## src/rtl/vir_pkg.sv

```systemverilog
package vir_pkg;
    typedef enum logic [1:0] {
        ST_IDLE = 2'd0,
        ST_PEND = 2'd1,
        ST_ACK  = 2'd2,
        ST_SERV = 2'd3
    } irq_state_t;

    typedef enum logic {
        RM_IDLE   = 1'b0,
        RM_PREFIX = 1'b1
    } ret_state_t;
endpackage

```

## src/rtl/vir_vector_reg.sv

```systemverilog
module vir_vector_reg #(
    parameter int VEC_W     = 8,
    parameter bit EVEN_ONLY = 1'b1
) (
    input  logic             clk,
    input  logic             rst_n,
    input  logic             wr_i,
    input  logic [VEC_W-1:0] wdata_i,
    output logic [VEC_W-1:0] vec_o
);
    logic [VEC_W-1:0] vec_q;
    logic [VEC_W-1:0] vec_d;

    generate
        if (EVEN_ONLY) begin : g_even
            always_comb vec_d = {wdata_i[VEC_W-1:1], 1'b0};
        end else begin : g_any
            always_comb vec_d = wdata_i;
        end
    endgenerate

    always_ff @(posedge clk) begin
        if (!rst_n) begin
            vec_q <= '0;
        end else if (wr_i) begin
            vec_q <= vec_d;
        end
    end

    assign vec_o = vec_q;

    generate
        if (EVEN_ONLY) begin : g_chk
            // the stored vector is always even
            assert_vec_even_R2: assert property (@(posedge clk) disable iff (!rst_n)
                wr_i |=> (vec_q[0] == 1'b0));
        end
    endgenerate
endmodule

```

## src/rtl/vir_ret_matcher.sv

```systemverilog
module vir_ret_matcher
    import vir_pkg::*;
#(
    parameter int          DW      = 8,
    parameter logic [DW-1:0] PFX_OP = 8'hED,
    parameter logic [DW-1:0] RET_OP = 8'h4D
) (
    input  logic          clk,
    input  logic          rst_n,
    input  logic          m1_n_i,
    input  logic          iorq_n_i,
    input  logic [DW-1:0] data_i,
    output logic          ret_hit_o
);
    ret_state_t st_q, st_d;
    logic fetch, fetch_q, fetch_start;

    // an opcode fetch is M1 low without an I/O request
    assign fetch       = !m1_n_i && iorq_n_i;
    assign fetch_start = fetch && !fetch_q;

    always_ff @(posedge clk) begin
        if (!rst_n) begin
            st_q    <= RM_IDLE;
            fetch_q <= 1'b0;
        end else begin
            st_q    <= st_d;
            fetch_q <= fetch;
        end
    end

    always_comb begin
        st_d      = st_q;
        ret_hit_o = 1'b0;
        if (fetch_start) begin
            unique case (st_q)
                RM_IDLE: begin
                    if (data_i == PFX_OP) st_d = RM_PREFIX;        // pfx_seen
                end
                RM_PREFIX: begin
                    if (data_i == RET_OP) begin
                        ret_hit_o = 1'b1;                          // ret_hit
                        st_d      = RM_IDLE;
                    end else if (data_i == PFX_OP) begin
                        st_d = RM_PREFIX;
                    end else begin
                        st_d = RM_IDLE;                            // pfx_lost
                    end
                end
                default: st_d = RM_IDLE;
            endcase
        end
    end

    // a hit is always followed by the idle state
    assert_hit_returns_idle_R10: assert property (@(posedge clk) disable iff (!rst_n)
        ret_hit_o |=> (st_q == RM_IDLE));
endmodule

```

## src/rtl/vir_irq_fsm.sv

```systemverilog
module vir_irq_fsm
    import vir_pkg::*;
(
    input  logic clk,
    input  logic rst_n,
    input  logic evt_i,
    input  logic m1_n_i,
    input  logic iorq_n_i,
    input  logic prio_in_i,
    input  logic ret_hit_i,
    output logic int_n_o,
    output logic vec_oe_o,
    output logic prio_out_o
);
    irq_state_t st_q, st_d;
    logic held_q, held_d;
    logic ack;

    assign ack = !m1_n_i && !iorq_n_i;

    // state register
    always_ff @(posedge clk) begin
        if (!rst_n) begin
            st_q   <= ST_IDLE;
            held_q <= 1'b0;
        end else begin
            st_q   <= st_d;
            held_q <= held_d;
        end
    end

    // next state
    always_comb begin
        st_d   = st_q;
        held_d = held_q;
        unique case (st_q)
            ST_IDLE: if (evt_i) st_d = ST_PEND;                         // evt_seen
            ST_PEND: if (ack && prio_in_i) st_d = ST_ACK;               // ack_won
            ST_ACK: begin
                if (evt_i) held_d = 1'b1;
                if (!ack) st_d = ST_SERV;                               // ack_done
            end
            ST_SERV: begin
                if (evt_i) held_d = 1'b1;
                if (ret_hit_i && prio_in_i) begin
                    st_d   = (held_q || evt_i) ? ST_PEND : ST_IDLE;     // ret_repend / ret_idle
                    held_d = 1'b0;
                end
            end
            default: st_d = ST_IDLE;
        endcase
    end

    // outputs
    always_comb begin
        int_n_o    = 1'b1;
        vec_oe_o   = 1'b0;
        prio_out_o = 1'b0;
        unique case (st_q)
            ST_IDLE: prio_out_o = prio_in_i;
            ST_PEND: begin
                int_n_o  = 1'b0;
                vec_oe_o = ack && prio_in_i;
            end
            ST_ACK:  vec_oe_o = ack;
            ST_SERV: ;
            default: ;
        endcase
    end

    // the interrupt line is released once the acknowledge is won
    assert_int_release_R5: assert property (@(posedge clk) disable iff (!rst_n)
        (vec_oe_o && !int_n_o) |=> int_n_o);
    // the chain is blocked while the responder is busy
    assert_chain_blocked_R8: assert property (@(posedge clk) disable iff (!rst_n)
        (st_q != ST_IDLE) |-> !prio_out_o);
    // a stretched acknowledge keeps the vector enabled
    assert_ack_held_R7: assert property (@(posedge clk) disable iff (!rst_n)
        (vec_oe_o && ack) |=> (ack -> vec_oe_o));
    // service ends only through a recognized return
    assert_service_exit_R9: assert property (@(posedge clk) disable iff (!rst_n)
        (st_q == ST_SERV && !(ret_hit_i && prio_in_i)) |=> (st_q == ST_SERV));
    // the vector is enabled only while both strobes are low
    assert_oe_needs_both_R4: assert property (@(posedge clk) disable iff (!rst_n)
        vec_oe_o |-> (!m1_n_i && !iorq_n_i));
endmodule

```

## src/rtl/vec_irq_responder.sv

```systemverilog
module vec_irq_responder #(
    parameter int         DW      = 8,
    parameter bit         EVEN_ONLY = 1'b1,
    parameter logic [7:0] PFX_OP  = 8'hED,
    parameter logic [7:0] RET_OP  = 8'h4D
) (
    input  logic          clk,
    input  logic          rst_n,
    input  logic          evt_i,
    input  logic          vec_wr_i,
    input  logic [DW-1:0] vec_wdata_i,
    input  logic          m1_n_i,
    input  logic          iorq_n_i,
    input  logic [DW-1:0] bus_data_i,
    input  logic          prio_in_i,
    output logic          prio_out_o,
    output logic          int_n_o,
    output logic [DW-1:0] vec_o,
    output logic          vec_oe_o
);
    localparam logic [DW-1:0] PFX_W = DW'(PFX_OP);
    localparam logic [DW-1:0] RET_W = DW'(RET_OP);

    logic [DW-1:0] vec_reg;
    logic          ret_hit;

    vir_vector_reg #(.VEC_W(DW), .EVEN_ONLY(EVEN_ONLY)) u_vec (
        .clk(clk), .rst_n(rst_n), .wr_i(vec_wr_i),
        .wdata_i(vec_wdata_i), .vec_o(vec_reg)
    );

    vir_ret_matcher #(.DW(DW), .PFX_OP(PFX_W), .RET_OP(RET_W)) u_ret (
        .clk(clk), .rst_n(rst_n), .m1_n_i(m1_n_i), .iorq_n_i(iorq_n_i),
        .data_i(bus_data_i), .ret_hit_o(ret_hit)
    );

    vir_irq_fsm u_fsm (
        .clk(clk), .rst_n(rst_n), .evt_i(evt_i),
        .m1_n_i(m1_n_i), .iorq_n_i(iorq_n_i), .prio_in_i(prio_in_i),
        .ret_hit_i(ret_hit), .int_n_o(int_n_o), .vec_oe_o(vec_oe_o),
        .prio_out_o(prio_out_o)
    );

    assign vec_o = vec_oe_o ? vec_reg : '0;

    // the bus byte is quiet unless enabled
    assert_vec_quiet_R2: assert property (@(posedge clk) disable iff (!rst_n)
        !vec_oe_o |-> (vec_o == '0));
endmodule

```

## config.mk

```make
export PLATFORM = sky130hd
export DESIGN_NAME = vec_irq_responder
export DESIGN_NICKNAME = d
export VERILOG_FILES = /design/src/rtl/vir_pkg.sv /design/src/rtl/vir_vector_reg.sv /design/src/rtl/vir_ret_matcher.sv /design/src/rtl/vir_irq_fsm.sv /design/src/rtl/vec_irq_responder.sv
export SDC_FILE = /design/constraint.sdc
export NUM_CORES = 1
export LEC_CHECK = 0
export BUFFER_PORTS_ARGS = -buffer_cell sky130_fd_sc_hd__buf_2
export CORE_MARGIN = 3
export CORE_UTILIZATION = 47
export CTS_CLUSTER_SIZE = 14
export DETAILED_ROUTE_END_ITERATION = 8
export PLACE_DENSITY = 0.85
export SETUP_SLACK_MARGIN = 0.05
export SYNTH_ARGS = -nofsm -noshare
export SYNTH_HDL_FRONTEND = slang
export SYNTH_SLANG_ARGS = --single-unit
```

## constraint.sdc

```tcl
create_clock -name clk -period 4.4 [get_ports clk]
set_input_delay 0.22 -clock clk [delete_from_list [all_inputs] [get_ports clk]]
set_output_delay 0.22 -clock clk [all_outputs]
set_load 0.05 [all_outputs]
```

# Word-level counts from Yosys, hierarchy flattened
# Index checks and enable logic that the tools add are counted.
[classes]
addsub = 0
multipliers = 0
div_mod_pow = 0
magnitude_cmp = 0
n_eq_ne = 9
shifts = 0
n_mux = 19
n_bitwise = 1
reduce_logical = 12
[op_table]
columns = ["cell", "n"]
rows = [
  ["2-to-1 mux 1 bit", 10],
  ["== test 8 x 7 -> 1 bit, second input constant", 1],
  ["== test 8 bit, second input constant", 1],
  ["2-to-1 mux 2 bit", 4],
  ["2-to-1 mux 8 bit", 1],
  ["one-hot mux 2 bit (4 select lines)", 1],
  ["one-hot mux 1 bit (2 select lines)", 3],
  ["logical AND 1 bit", 5],
  ["== test 2 bit, second input constant", 2],
  ["inequality test 2 x 1 -> 1 bit, second input constant", 2],
  ["inequality test 2 bit, second input constant", 2],
  ["AND reduction 4 bit", 1],
  ["zero test 1 bit", 3],
  ["== test 2 x 1 -> 1 bit, second input constant", 1],
  ["zero test 2 bit", 1],
  ["nonzero test 2 bit", 1],
  ["logical OR 1 bit", 1],
  ["inverter 1 bit", 1],
]
[totals]
ff_bits = 12
latchBits = 0
mem_bits_rw = 0
rom_bits = 0
in_bits = 23
output_inout_bits = 11
elab_cells = 46
mem_count = 0

# Depth between registers and ports, before layout
# Gate-level depths: netlist (run 1).
[depth]
word_depth = 7
depth_mapped = 6
depth_no_buf = 6

# By module
# From an unflattened synthesis (run 1), not the netlist that was laid out.
[hier_totals]
hier_cells = 74
area_unflattened_um2 = 737.0
[by_module_without_submodules]
columns = ["mod", "n_inst", "cells_each", "area_per_inst_um2", "seq_area_each_um2"]
rows = [
  ["vir_irq_fsm", 1, 31, 294.0, 60.1],
  ["vir_vector_reg", 1, 24, 276.5, 140.1],
  ["vir_ret_matcher", 1, 11, 116.4, 40.0],
  ["vec_irq_responder", 1, 8, 50.0, 0.0],
]

# Worst setup path after synthesis (run 1)
# OpenSTA, ideal clock, no wires.
[synth_path]
path_type = "reg2out"
start = "register u_fsm.st_q[0]"
end = "output port vec_o[1]"
arrival_ns = 2.378
t_required_ns = 4.180
slack_ns = 1.802
path_stages_with_launch = 5
path_buffers = 0
cell_sequence = "dfxtp_1 -> inv_1 -> ha_1 -> nor4b_2 -> and2_1"
[synth_via]
elab_chain_cells = 3
word_cells_on_any_way = 4
cone_classes = "eq/ne (2); mux (2)"
[synth_lines]
columns = ["element", "line_no", "source"]
rows = [
  ["from (decl)", "vir_irq_fsm.sv:15", "irq_state_t st_q, st_d;"],
  ["from (signal assigned)", "vir_irq_fsm.sv:27", "st_q <= st_d;"],
  ["== test 2 bit / == test 2 x 1 -> 1 bit (equally long branches)", "vir_irq_fsm.sv:59", "unique case (st_q)"],
  ["one-hot mux 1 bit (2 select lines) *", "vir_irq_fsm.sv:59", ""],
  ["named net vec_oe_o", "vec_irq_responder.sv:19", "output logic vec_oe_o"],
  ["2-to-1 mux 8 bit *", "vec_irq_responder.sv:44", "assign vec_o = vec_oe_o ? vec_reg : '0;"],
  ["to (decl)", "vec_irq_responder.sv:18", "output logic [DW-1:0] vec_o,"],
]
# Mark *: on every way through the listed nets, which the timed path passes. The rest lies on a longest branch.

# Worst setup path in the final report (run 1)
[layout_path]
start = "register u_fsm.st_q[0]"
end = "output port vec_o[4]"
[layout_via]
elab_chain_cells = 3
word_cells_on_any_way = 4
cone_classes = "eq/ne (2); mux (2)"
[layout_lines]
columns = ["element", "line_no"]
rows = [
  ["== test 2 bit / == test 2 x 1 -> 1 bit (equally long branches)", "vir_irq_fsm.sv:59"],
  ["one-hot mux 1 bit (2 select lines) *", "vir_irq_fsm.sv:59"],
  ["2-to-1 mux 8 bit *", "vec_irq_responder.sv:44"],
]
# Mark *: on every way between the ends. The rest lies on a longest branch, timed or not.

==> results.md, run 1 <==
- Via count of the first global-routing pass: 616
- Final-layout fill cell count: 115
- Post-layout total power: 0.000375 W
- Internal power: 0.000224 W
- # Max-Cap Violations: 0
- Share of the synthesized area in the top cell type: 34.0%
- Setup Total Neg Slack: 0 ns
- Count of buffers from port buffering: 31
- Inserted Diodes: 0
- Inserted Clock Buffers: 3
- IR Drop Worst-Case VDD: 0.242 mV
- Net Switching: 0.000150 W
- Buffers from clock root to sink, at most: 2
- Fraction of final layout cells with drive strength greater than 1: 34.3%
- Slew Limit Fails: 0
- WP data required: 4.18 ns
- Hold bufs inserted after CTS: 0
- Routability-driven placement congestion ratio: 0.745
- Hold Vio Cnt, Final: 0
- Width of the die: 44.8 microns
- Cell area after synthesis: 706 sq um
- Wire length of the first global-routing pass: 2500 microns
- Area of the die: 2000 sq um
- TritonRoute pass-1 iters: 2
- Number of cells in the finished layout apart from fillers: 120
- Min-delay worst type: input port to register
- Worst-case headroom to the max-slew limit: 62.6%
- Time the worst path needs with I/O delays and setup: 2.26 ns
- Clock-pin slew of the registers on the worst-case setup and hold paths: 0.07 ns
- Number of warning messages in the yosys log: 0
- Largest fanout on the critical path: 8
- Total setup buffers inserted after CTS: 0
- Register area: 240 sq um
- Final number of setup-violating endpoints: 0
- Mean number of vias per cell: 5.09
- Iteration-0 DRC Markers: 3
- M3 GR Usage: 5.98%
- Arrival time reported for the critical path endpoint: 2.04 ns
- Flip-flop and latch count after synthesis: 12
- Number of antenna violations at the first check in global routing: 0
- Most frequent cells in the layout: sky130_fd_sc_hd__buf_2, sky130_fd_sc_hd__dfxtp_1, sky130_fd_sc_hd__nor2b_1, sky130_fd_sc_hd__mux2i_1, sky130_fd_sc_hd__and2_1
- Maximum number of pins on one net before global-route repair: 14
- CORE AREA: 1350 sq um
- Dominant cells by area after synthesis: sky130_fd_sc_hd__dfxtp_1, sky130_fd_sc_hd__mux2i_1, sky130_fd_sc_hd__ha_1
- IO Count: 34
- Clk network pwr share: 17.7%
- Core occupancy in the finished layout: 65.7%
- Clock Latency Late Sink: 0.27 ns
- Cts repair resizes: 0
- Starting density of the core: 52.3%
- H-Tree Level Count: 1
- Library cell with the largest summed area after synthesis: sky130_fd_sc_hd__dfxtp_1
- ANT nets after route: 0
- Wire length per cell after detailed routing: 11.9 microns
- Sequential fraction of the synthesis area: 34.0%
- Number of sinks driven by the clock tree: 12
- Total gr overflow: 0
- Proportion of total power due to net switching: 40.1%
- Combinational cell fraction of total power: 45.4%
- Highest achievable clock rate: 443 MHz
- Kind of launch point of the worst setup path: register
- Unrepaired setup endpoints after global routing: no
- Count of standard-cell rows: 13
- Total routing resource utilization after global routing: 17.0%
- Final nets: 135
- Ratio of final minimum period to clock period: 51.3%
- GR Layer Usage met2: 28.7%
- Status: completed
- Leading cell type in the layout, fill and taps excluded: sky130_fd_sc_hd__buf_2
- Syn Nets: 102
- Routed wire length: 1430 microns
- Critical Path End Type: output pin
- Power per Cell Area: 422 nW/um^2
- Height of the die: 44.8 microns
- Distinct cell type count of the synthesized netlist: 28
- Sum of net half-perimeters after detailed placement: 1180 microns
- Reported leakage power: 0.453 nW
- Most crowded layer after global routing: met2
- Post-synthesis cell count: 74
- Met1 demand-to-capacity share in global routing: 18.9%
- Residual DRC count: 0
- Mean instance size in the synthesized netlist: 9.54 sq um
- Clock tree from TritonCTS: done
- Total via count after detailed routing: 611
- Flop pwr share: 36.9%
- Type of the worst setup path: register to output pin
- Combined area of the multi-input logic cells: 432 sq um
- Transition time of the tightest slew-check pin: 0.560 ns
- Clock tree root driver cell: sky130_fd_sc_hd__clkbuf_4
- Clock skew after layout: 0.000252 ns
- Area growth from synthesis to final layout: 25.7%
- Placed cell count: 117
critical path, cell delays in order (launching register included):
cell and delay, ns:
sky130_fd_sc_hd__dfxtp_1 0.41, sky130_fd_sc_hd__inv_1 0.11, sky130_fd_sc_hd__ha_1 0.30, sky130_fd_sc_hd__nor4b_2 0.48, sky130_fd_sc_hd__and2_1 0.21, sky130_fd_sc_hd__buf_2 0.26
sequential cells by signal, indices dropped and copies added (netlist names):
signal and flops:
u_fsm.held_q 1, u_ret.fetch_q 1, u_fsm.st_q 2, u_vec.vec_o 7, u_ret.st_q 1
metal layers:
layer | share of wire, % | up-vias | wire (microns)
met5 | 0 | - | 0
met1 | 42 | 277 | 594
met2 | 52 | 14 | 746
met3 | 5.3 | 2 | 75
li1 | - | 318 | -
met4 | 0.70 | 0 | 10
final timing paths:
kind | start | endpoint | slack, ns | cells after the start
setup / recovery | u_fsm.st_q[0]$_SDFFE_PN0P_ | vec_o[4] | 2.14 | 5
hold reg to reg | u_vec.vec_o[7]$_SDFFE_PN0P_ | u_vec.vec_o[7]$_SDFFE_PN0P_ | 0.51 | 2
setup reg to reg | u_fsm.st_q[0]$_SDFFE_PN0P_ | u_fsm.st_q[0]$_SDFFE_PN0P_ | 2.83 | 6
hold / removal | vec_wdata_i[1] | u_vec.vec_o[1]$_SDFFE_PN0P_ | 0.20 | 3
cell type report:
| cell class | instances | area share (%) |
|---|---|---|
| multi-input combinational | 54 | 48.7 |
| sequential | 12 | 27.1 |
| timing repair buffer | 31 | 17.5 |
| inverter | 5 | 2.12 |
| tap | 15 | 2.12 |
| clock buffer | 3 | 2.54 |
power groups by stage:
stage	registers, W	logic (W)	clock network (W)
3_3_place_gp	0.000139	0.000164	0
5_1_grt	0.000141	0.000188	0.0000723
3_5_place_dp	0.000141	0.000171	0
4_1_cts	0.000138	0.000173	0.0000695
2_1_floorplan	0.000137	0.000133	0
6_report	0.000138	0.000170	0.0000664
through the flow:
step,hold WS [ns],setup slack (ns),cell area [sq um]
2_1_floorplan,0.366,1.80,706
3_3_place_gp,0.478,2.46,865
3_5_place_dp,0.489,2.43,865
4_1_cts,0.196,2.11,887
5_1_grt,0.212,1.92,887
6_report,0.204,2.14,887
cell usage after synthesis, drive strengths merged:
cell    count
o221ai      1
nand3b      1
and4b       1
and4        1
a211oi      1
or3b        1
nor2b       9
clkbuf      2
o221a       1
mux2i       9
and3b       1
nor3b       2
ha          5
o21a        1
a21o        1
nand2       2
a21oi       2
nor2        1
nor4bb      1
nor4b       1
and2        8
o21ai       2
dfxtp      12
inv         5
conb        1
buf         1
nand4       1
logic make-up (layout without fill, tap and decap cells):
logic type / count (synthesis) / in the layout / share of synthesized area, %
DFF: 12 / 12 / 34.0
adders and majority gates: 5 / 5 / 8.87
AOI/OAI and AO/OA: 9 / 9 / 8.87
buffers and inverters: 8 / 39 / 4.79
muxes: 9 / 9 / 12.8
and+or+nand+nor: 30 / 30 / 30.1
other: 1 / 1 / 0.531
Note: power is estimated with default switching activity, not from simulation.
==> run 2: changes to the inputs <==
- CORE_UTILIZATION: 47 -> 40
- PLACE_DENSITY: 0.85 -> 0.78
- clock period: 4.4 -> 1.9 ns (I/O delays scaled with it)
==> results.md, run 2 (synthesis gave the netlist of run 1 again) <==
- Status: completed
- Count of standard-cell rows: 14
- Inserted Diodes: 0
- GR Layer Usage met2: 25.3%
- Total via count after detailed routing: 632
- Arrival time reported for the critical path endpoint: 1.67 ns
- Area of the die: 2300 sq um
- M3 GR Usage: 6.02%
- IO Count: 34
- Final number of setup-violating endpoints: 0
- Routed wire length: 1540 microns
- Met1 demand-to-capacity share in global routing: 15.1%
- Total gr overflow: 0
- Clock Latency Late Sink: 0.27 ns
- ANT nets after route: 0
- Dominant delay contributor by cell family on the critical path: buffers and inverters
- Flip-flop count of the largest register, all copies and words added: 7
- Most crowded layer after global routing: met2
- H-Tree Level Count: 1
- Critical Path End Type: output pin
- Count of buffers from port buffering: 31
- Proportion of total power due to net switching: 39.2%
- Highest achievable clock rate: 567 MHz
- Inserted Clock Buffers: 3
- Kind of launch point of the worst setup path: register
- Number of sinks driven by the clock tree: 12
- Clock skew after layout: 0.00309 ns
- Post-layout total power: 0.000908 W
- Final nets: 136
- Total routing resource utilization after global routing: 14.4%
- Number of antenna violations at the first check in global routing: 0
- Min-delay worst type: input port to register
- Reported leakage power: 0.479 nW
- Wire length per cell after detailed routing: 12.6 microns
- Iteration-0 DRC Markers: 6
- TritonRoute pass-1 iters: 4
- Ratio of final minimum period to clock period: 92.8%
- Most frequent cells in the layout: sky130_fd_sc_hd__buf_2, sky130_fd_sc_hd__dfxtp_1, sky130_fd_sc_hd__nor2b_1, sky130_fd_sc_hd__mux2i_1
- Clk network pwr share: 16.5%
- Flop pwr share: 37.0%
- Net Switching: 0.000356 W
- Clock tree from TritonCTS: done
- Via count of the first global-routing pass: 599
- Clock tree root driver cell: sky130_fd_sc_hd__clkbuf_4
- Slowest CP cell: sky130_fd_sc_hd__dfxtp_4
- Power per Cell Area: 929 nW/um^2
- Maximum number of pins on one net before global-route repair: 14
- WP data required: 1.80 ns
- Width of the die: 48 microns
- IR Drop Worst-Case VDD: 0.573 mV
- Internal power: 0.000552 W
- Clock-pin slew of the registers on the worst-case setup and hold paths: 0.07 ns
- Time the worst path needs with I/O delays and setup: 1.76 ns
- Routability-driven placement congestion ratio: 0.720
- Slew Limit Fails: 0
- Leading cell type in the layout, fill and taps excluded: sky130_fd_sc_hd__buf_2
- Setup Total Neg Slack: 0 ns
- Mean number of vias per cell: 5.18
- Starting density of the core: 44.8%
- Unrepaired setup endpoints after global routing: no
- # Max-Cap Violations: 0
- Fraction of final layout cells with drive strength greater than 1: 46.2%
- Cells along the critical path: inv_2 -> ha_1 -> a21oi_2 -> nor4b_4 -> buf_4 -> and2_4 -> buf_6
- Buffers from clock root to sink, at most: 2
- Residual DRC count: 0
- Height of the die: 48 microns
- Critical path buffer and inverter count: 3
- Combinational cell fraction of total power: 46.5%
- Sum of net half-perimeters after detailed placement: 1220 microns
- Hold Vio Cnt, Final: 0
- CORE AREA: 1580 sq um
- Wire length of the first global-routing pass: 2320 microns
- Largest fanout on the critical path: 8
- Delay of the slowest cell on the worst path: 0.36 ns
- Area growth from synthesis to final layout: 38.5%
- Type of the worst setup path: register to output pin
[run 2: cell count changes in the layout (fill, tap and decap cells not counted), sizes merged]
cell / delta
buf: +1
[run 2: what timing repair did]
item	in CTS	in global routing
resized for setup	0	24
hold buffers	0	0
buffers inserted	1	0
setup endpoints to repair	8	7
[run 2: per-layer routing]
metal  share of wire [%]  vias to the layer above
li1                    -                      323
met1                  40                      295
met2                  55                       12
met3                 3.8                        2
met4                0.78                        0
met5                   0                        -
[run 2: layout make-up]
class	count	area [sq um]
clock buffers	3	22.5
well taps	16	20.0
inverters	5	18.8
multi-input cells	54	462
flip-flops and latches	12	248
repair buffers	32	206
fillers	145	599
[run 2: worst register-to-register path, stage by stage, from the launching register on]
cell and delay, ns:
sky130_fd_sc_hd__dfxtp_4 0.36, sky130_fd_sc_hd__inv_2 0.07, sky130_fd_sc_hd__ha_1 0.20, sky130_fd_sc_hd__or3b_1 0.36, sky130_fd_sc_hd__o221ai_1 0.11, sky130_fd_sc_hd__a211oi_1 0.09
sky130_fd_sc_hd__o221a_1 0.24
[run 2: worst paths after layout]
| kind | cells after the start | from | endpoint | slack (ns) |
|---|---|---|---|---|
| max | 7 | u_fsm.st_q[0]$_SDFFE_PN0P_ | vec_o[3] | 0.14 |
| min | 3 | vec_wdata_i[4] | u_vec.vec_o[4]$_SDFFE_PN0P_ | 0.09 |
| min reg2reg | 2 | u_fsm.st_q[1]$_SDFFE_PN0P_ | u_fsm.st_q[1]$_SDFFE_PN0P_ | 0.51 |
| max reg2reg | 6 | u_fsm.st_q[0]$_SDFFE_PN0P_ | u_fsm.st_q[0]$_SDFFE_PN0P_ | 0.36 |
[run 2: power groups by stage]
stage,Combinational (W),Sequential [W],Clock [W]
after floorplan,0.000326,0.000325,0
after global placement,0.000399,0.000331,0
after detailed placement,0.000411,0.000334,0
after CTS,0.000414,0.000328,0.000156
after global routing,0.000469,0.000343,0.000174
final,0.000422,0.000336,0.000149
[run 2: metrics by stage]
stage                     hold WS, ns  util (%)  std cells  instance area [sq um]  setup slack (ns)
after floorplan                 0.233         -         74                    734           0.00428
after CTS                      0.0793      58.7        122                    925            0.0595
final                          0.0871      62.0        122                    977             0.138
after global placement          0.355      56.7        118                    895             0.227
after detailed placement        0.360      56.7        118                    895             0.222
after global routing           0.0855      62.0        122                    977            0.0419
==> run 3: changes to the inputs <==
- PLACE_DENSITY: 0.78 -> 0.77
- SYNTH_HIERARCHICAL: default -> 1
==> results.md, run 3 <==
- Total gr overflow: 0
- # Max-Cap Violations: 0
- Maximum number of pins on one net before global-route repair: 16
- R2r startpoint: u_ret/fetch_q$_SDFF_PN0_
- Fraction of the mapped netlist area in simple logic gates: 29.5%
- Routed wire length: 1570 microns
- Cell area after synthesis: 737 sq um
- Number of cells in the finished layout apart from fillers: 132
- Count of standard-cell rows: 14
- Count of buffers from port buffering: 31
- Reported leakage power: 0.507 nW
- Area of the die: 2390 sq um
- Clock tree root driver cell: sky130_fd_sc_hd__clkbuf_4
- Type of the worst setup path: register to output pin
- Final nets: 138
- Cells along the critical path: inv_4 -> ha_4 -> a21oi_2 -> nor4b_4 -> buf_6 -> and2_4 -> buf_4
- Unrepaired setup endpoints after global routing: yes
- Startpoint of the tightest hold check path: vec_wdata_i[2]
- Library cell with the largest summed area after synthesis: sky130_fd_sc_hd__dfxtp_1
- Post-synthesis cell count: 74
- Hold bufs inserted after CTS: 0
- Critical Path End Type: output pin
- Mean instance size in the synthesized netlist: 9.96 sq um
- Clock Latency Late Sink: 0.27 ns
- Time the worst path needs with I/O delays and setup: 1.81 ns
- Starting density of the core: 45.7%
- Inserted Diodes: 0
- Flip-flop and latch count after synthesis: 12
- Xor-xnor portion of the synthesized cell area: 0%
- Fraction of the mapped netlist area in compound gates: 10.9%
- Primary FF master, synth: sky130_fd_sc_hd__dfxtp_1
- Via count of the first global-routing pass: 617
- WP data required: 1.80 ns
- Total via count after detailed routing: 628
- Crit path setup slack, layout: 0.0938 ns
- Height of the die: 48.9 microns
- Inserted Clock Buffers: 3
- Post-detailed-placement cell area: 990 sq um
- Hold Vio Cnt, Final: 0
- Most frequent cells in the layout: sky130_fd_sc_hd__buf_2, sky130_fd_sc_hd__dfxtp_1, sky130_fd_sc_hd__nor2b_1, sky130_fd_sc_hd__mux2i_1
- Clock tree from TritonCTS: done
- Fraction of final layout cells with drive strength greater than 1: 51.9%
- Post-route cell area: 1050 sq um
- Residual DRC count: 0
- Distinct cell type count of the synthesized netlist: 27
- Ratio of final minimum period to clock period: 95.1%
- Area growth from synthesis to final layout: 43.1%
- Dominant cell by count in the synthesized netlist: sky130_fd_sc_hd__dfxtp_1
- Min-delay worst type: input port to register
- Leading cell type in the layout, fill and taps excluded: sky130_fd_sc_hd__buf_2
- Flip-flop count of the largest register, all copies and words added: 7
- Power per Cell Area: 970 nW/um^2
- Share of synthesized registers carrying an async set or reset: 0%
- Arrival time reported for the critical path endpoint: 1.71 ns
- Sum of net half-perimeters after detailed placement: 1200 microns
- Wire length per cell after detailed routing: 11.9 microns
- Routability-driven placement congestion ratio: 0.722
- Clock-pin slew of the registers on the worst-case setup and hold paths: 0.08 ns
- Width of the die: 48.9 microns
- Placed cell count: 127
- Slowest CP cell: sky130_fd_sc_hd__dfxtp_4
- Core occupancy in the finished layout: 65.5%
- Number of antenna violations at the first check in global routing: 0
- DP Worst Slack: 0.139 ns
- Number of sinks driven by the clock tree: 12
- Highest achievable clock rate: 554 MHz
- Post-synthesis mux area share: 12.2%
- IR Drop Worst-Case VDD: 0.746 mV
- Kind of launch point of the worst setup path: register
- Total routing resource utilization after global routing: 14.6%
- Iteration-0 DRC Markers: 3
- Crit. Startpoint: u_fsm/st_q[1]$_SDFFE_PN0P_
- Number of flops mapped to enable cells by yosys: 0
- Adder and majority gate portion of the synthesized area: 10.2%
- CORE AREA: 1610 sq um
- Status: completed
- ANT nets after route: 0
- Largest fanout on the critical path: 9
- Final number of setup-violating endpoints: 0
- Buffers from clock root to sink, at most: 2
- Syn Nets: 103
- Mean number of vias per cell: 4.76
- Share of the synthesized area in the top cell type: 32.6%
- IO Count: 34
- Commonest cells in the synthesized netlist: sky130_fd_sc_hd__dfxtp_1, sky130_fd_sc_hd__mux2i_1, sky130_fd_sc_hd__nor2b_1
- Slew Limit Fails: 0
- Clock skew after layout: 0.00703 ns
- H-Tree Level Count: 1
- Dominant combinational cell family by area after synthesis: simple AND/OR/NAND/NOR gates
- TritonRoute pass-1 iters: 2
- Dominant cells by area after synthesis: sky130_fd_sc_hd__dfxtp_1, sky130_fd_sc_hd__mux2i_1, sky130_fd_sc_hd__ha_1
- Wire length of the first global-routing pass: 2750 microns
- Number of warning messages in the yosys log: 6
- Delay of the slowest cell on the worst path: 0.38 ns
- Sequential fraction of the synthesis area: 32.6%
- Setup Total Neg Slack: 0 ns
==> run 3: cell types whose count changed after synthesis, moves of 2 or more <==
cell | before | now
sky130_fd_sc_hd__nand2_1 | 2 | 4
sky130_fd_sc_hd__clkbuf_1 | 2 | 0
sky130_fd_sc_hd__inv_1 | 5 | 3
sky130_fd_sc_hd__o211a_1 | 0 | 2
sky130_fd_sc_hd__o21ai_0 | 2 | 0
==> run 3: worst max-delay path, delay by kind of cell, from the launching register on <==
| family | cells | cell delay, ns |
|---|---|---|
| compound gates | 1 | 0.06 |
| fa+ha+maj | 1 | 0.15 |
| buf+inv | 3 | 0.43 |
| flops | 1 | 0.38 |
| simple gates | 2 | 0.40 |
==> run 3: repair_timing <==
action / 4_1_cts / 5_1_grt
buffers inserted: 1 / 0
pin swaps: 1 / 0
endpoints found under the setup margin: 8 / 8
gates resized for setup: 7 / 1
endpoints found under the hold margin: 0 / 0
==> run 3: metal layers <==
metal / track usage, % / up-vias / part of all wire [%]
li1: - / 327 / -
met1: 19.0 / 274 / 46
met2: 22.2 / 25 / 45
met3: 3.67 / 2 / 7.5
met4: 7.11 / 0 / 0.89
met5: 0 / - / 0
==> run 3: kinds of logic (layout without fill, tap and decap cells) <==
family | after synthesis | after routing
buffers and inverters | 5 | 39
adder cells (fa/ha/maj) | 6 | 6
AND/OR/NAND/NOR | 32 | 32
flip-flops | 12 | 12
multiplexers | 9 | 9
other | 1 | 1
AO/OA/AOI/OAI | 9 | 9
==> run 3: worst paths after layout <==
check,to,slack [ns],cells past startpoint
worst max-delay path,vec_o[1],0.09,7
worst min-delay path,u_vec/vec_o[2]$_SDFFE_PN0P_,0.08,3
worst max register to register,u_fsm/st_q[1]$_SDFFE_PN0P_,0.26,5
worst min register to register,u_ret/st_q$_SDFFE_PN0P_,0.47,2
==> run 3: area by class of cell <==
class | count | area (sq um)
clock buffer | 4 | 36.3
timing repair buffer | 32 | 184
tap | 24 | 30.0
inverter | 3 | 16.3
multi-input combinational | 57 | 541
sequential | 12 | 248
fill | 147 | 557
==> run 3: power by group <==
group	internal, W	switching, W	total, W
Combinational	0.000216	0.000249	0.000465
Sequential	0.000297	0.0000586	0.000356
Clock	0.000116	0.0000859	0.000202
==> run 3: stage by stage <==
step	power [W]	hold WS (ns)
after detailed placement	0.000808	0.361
after floorplan	0.000704	0.223
after CTS	0.00103	0.0744
after global routing	0.00109	0.0932
after global placement	0.000799	0.356
final	0.00102	0.0818
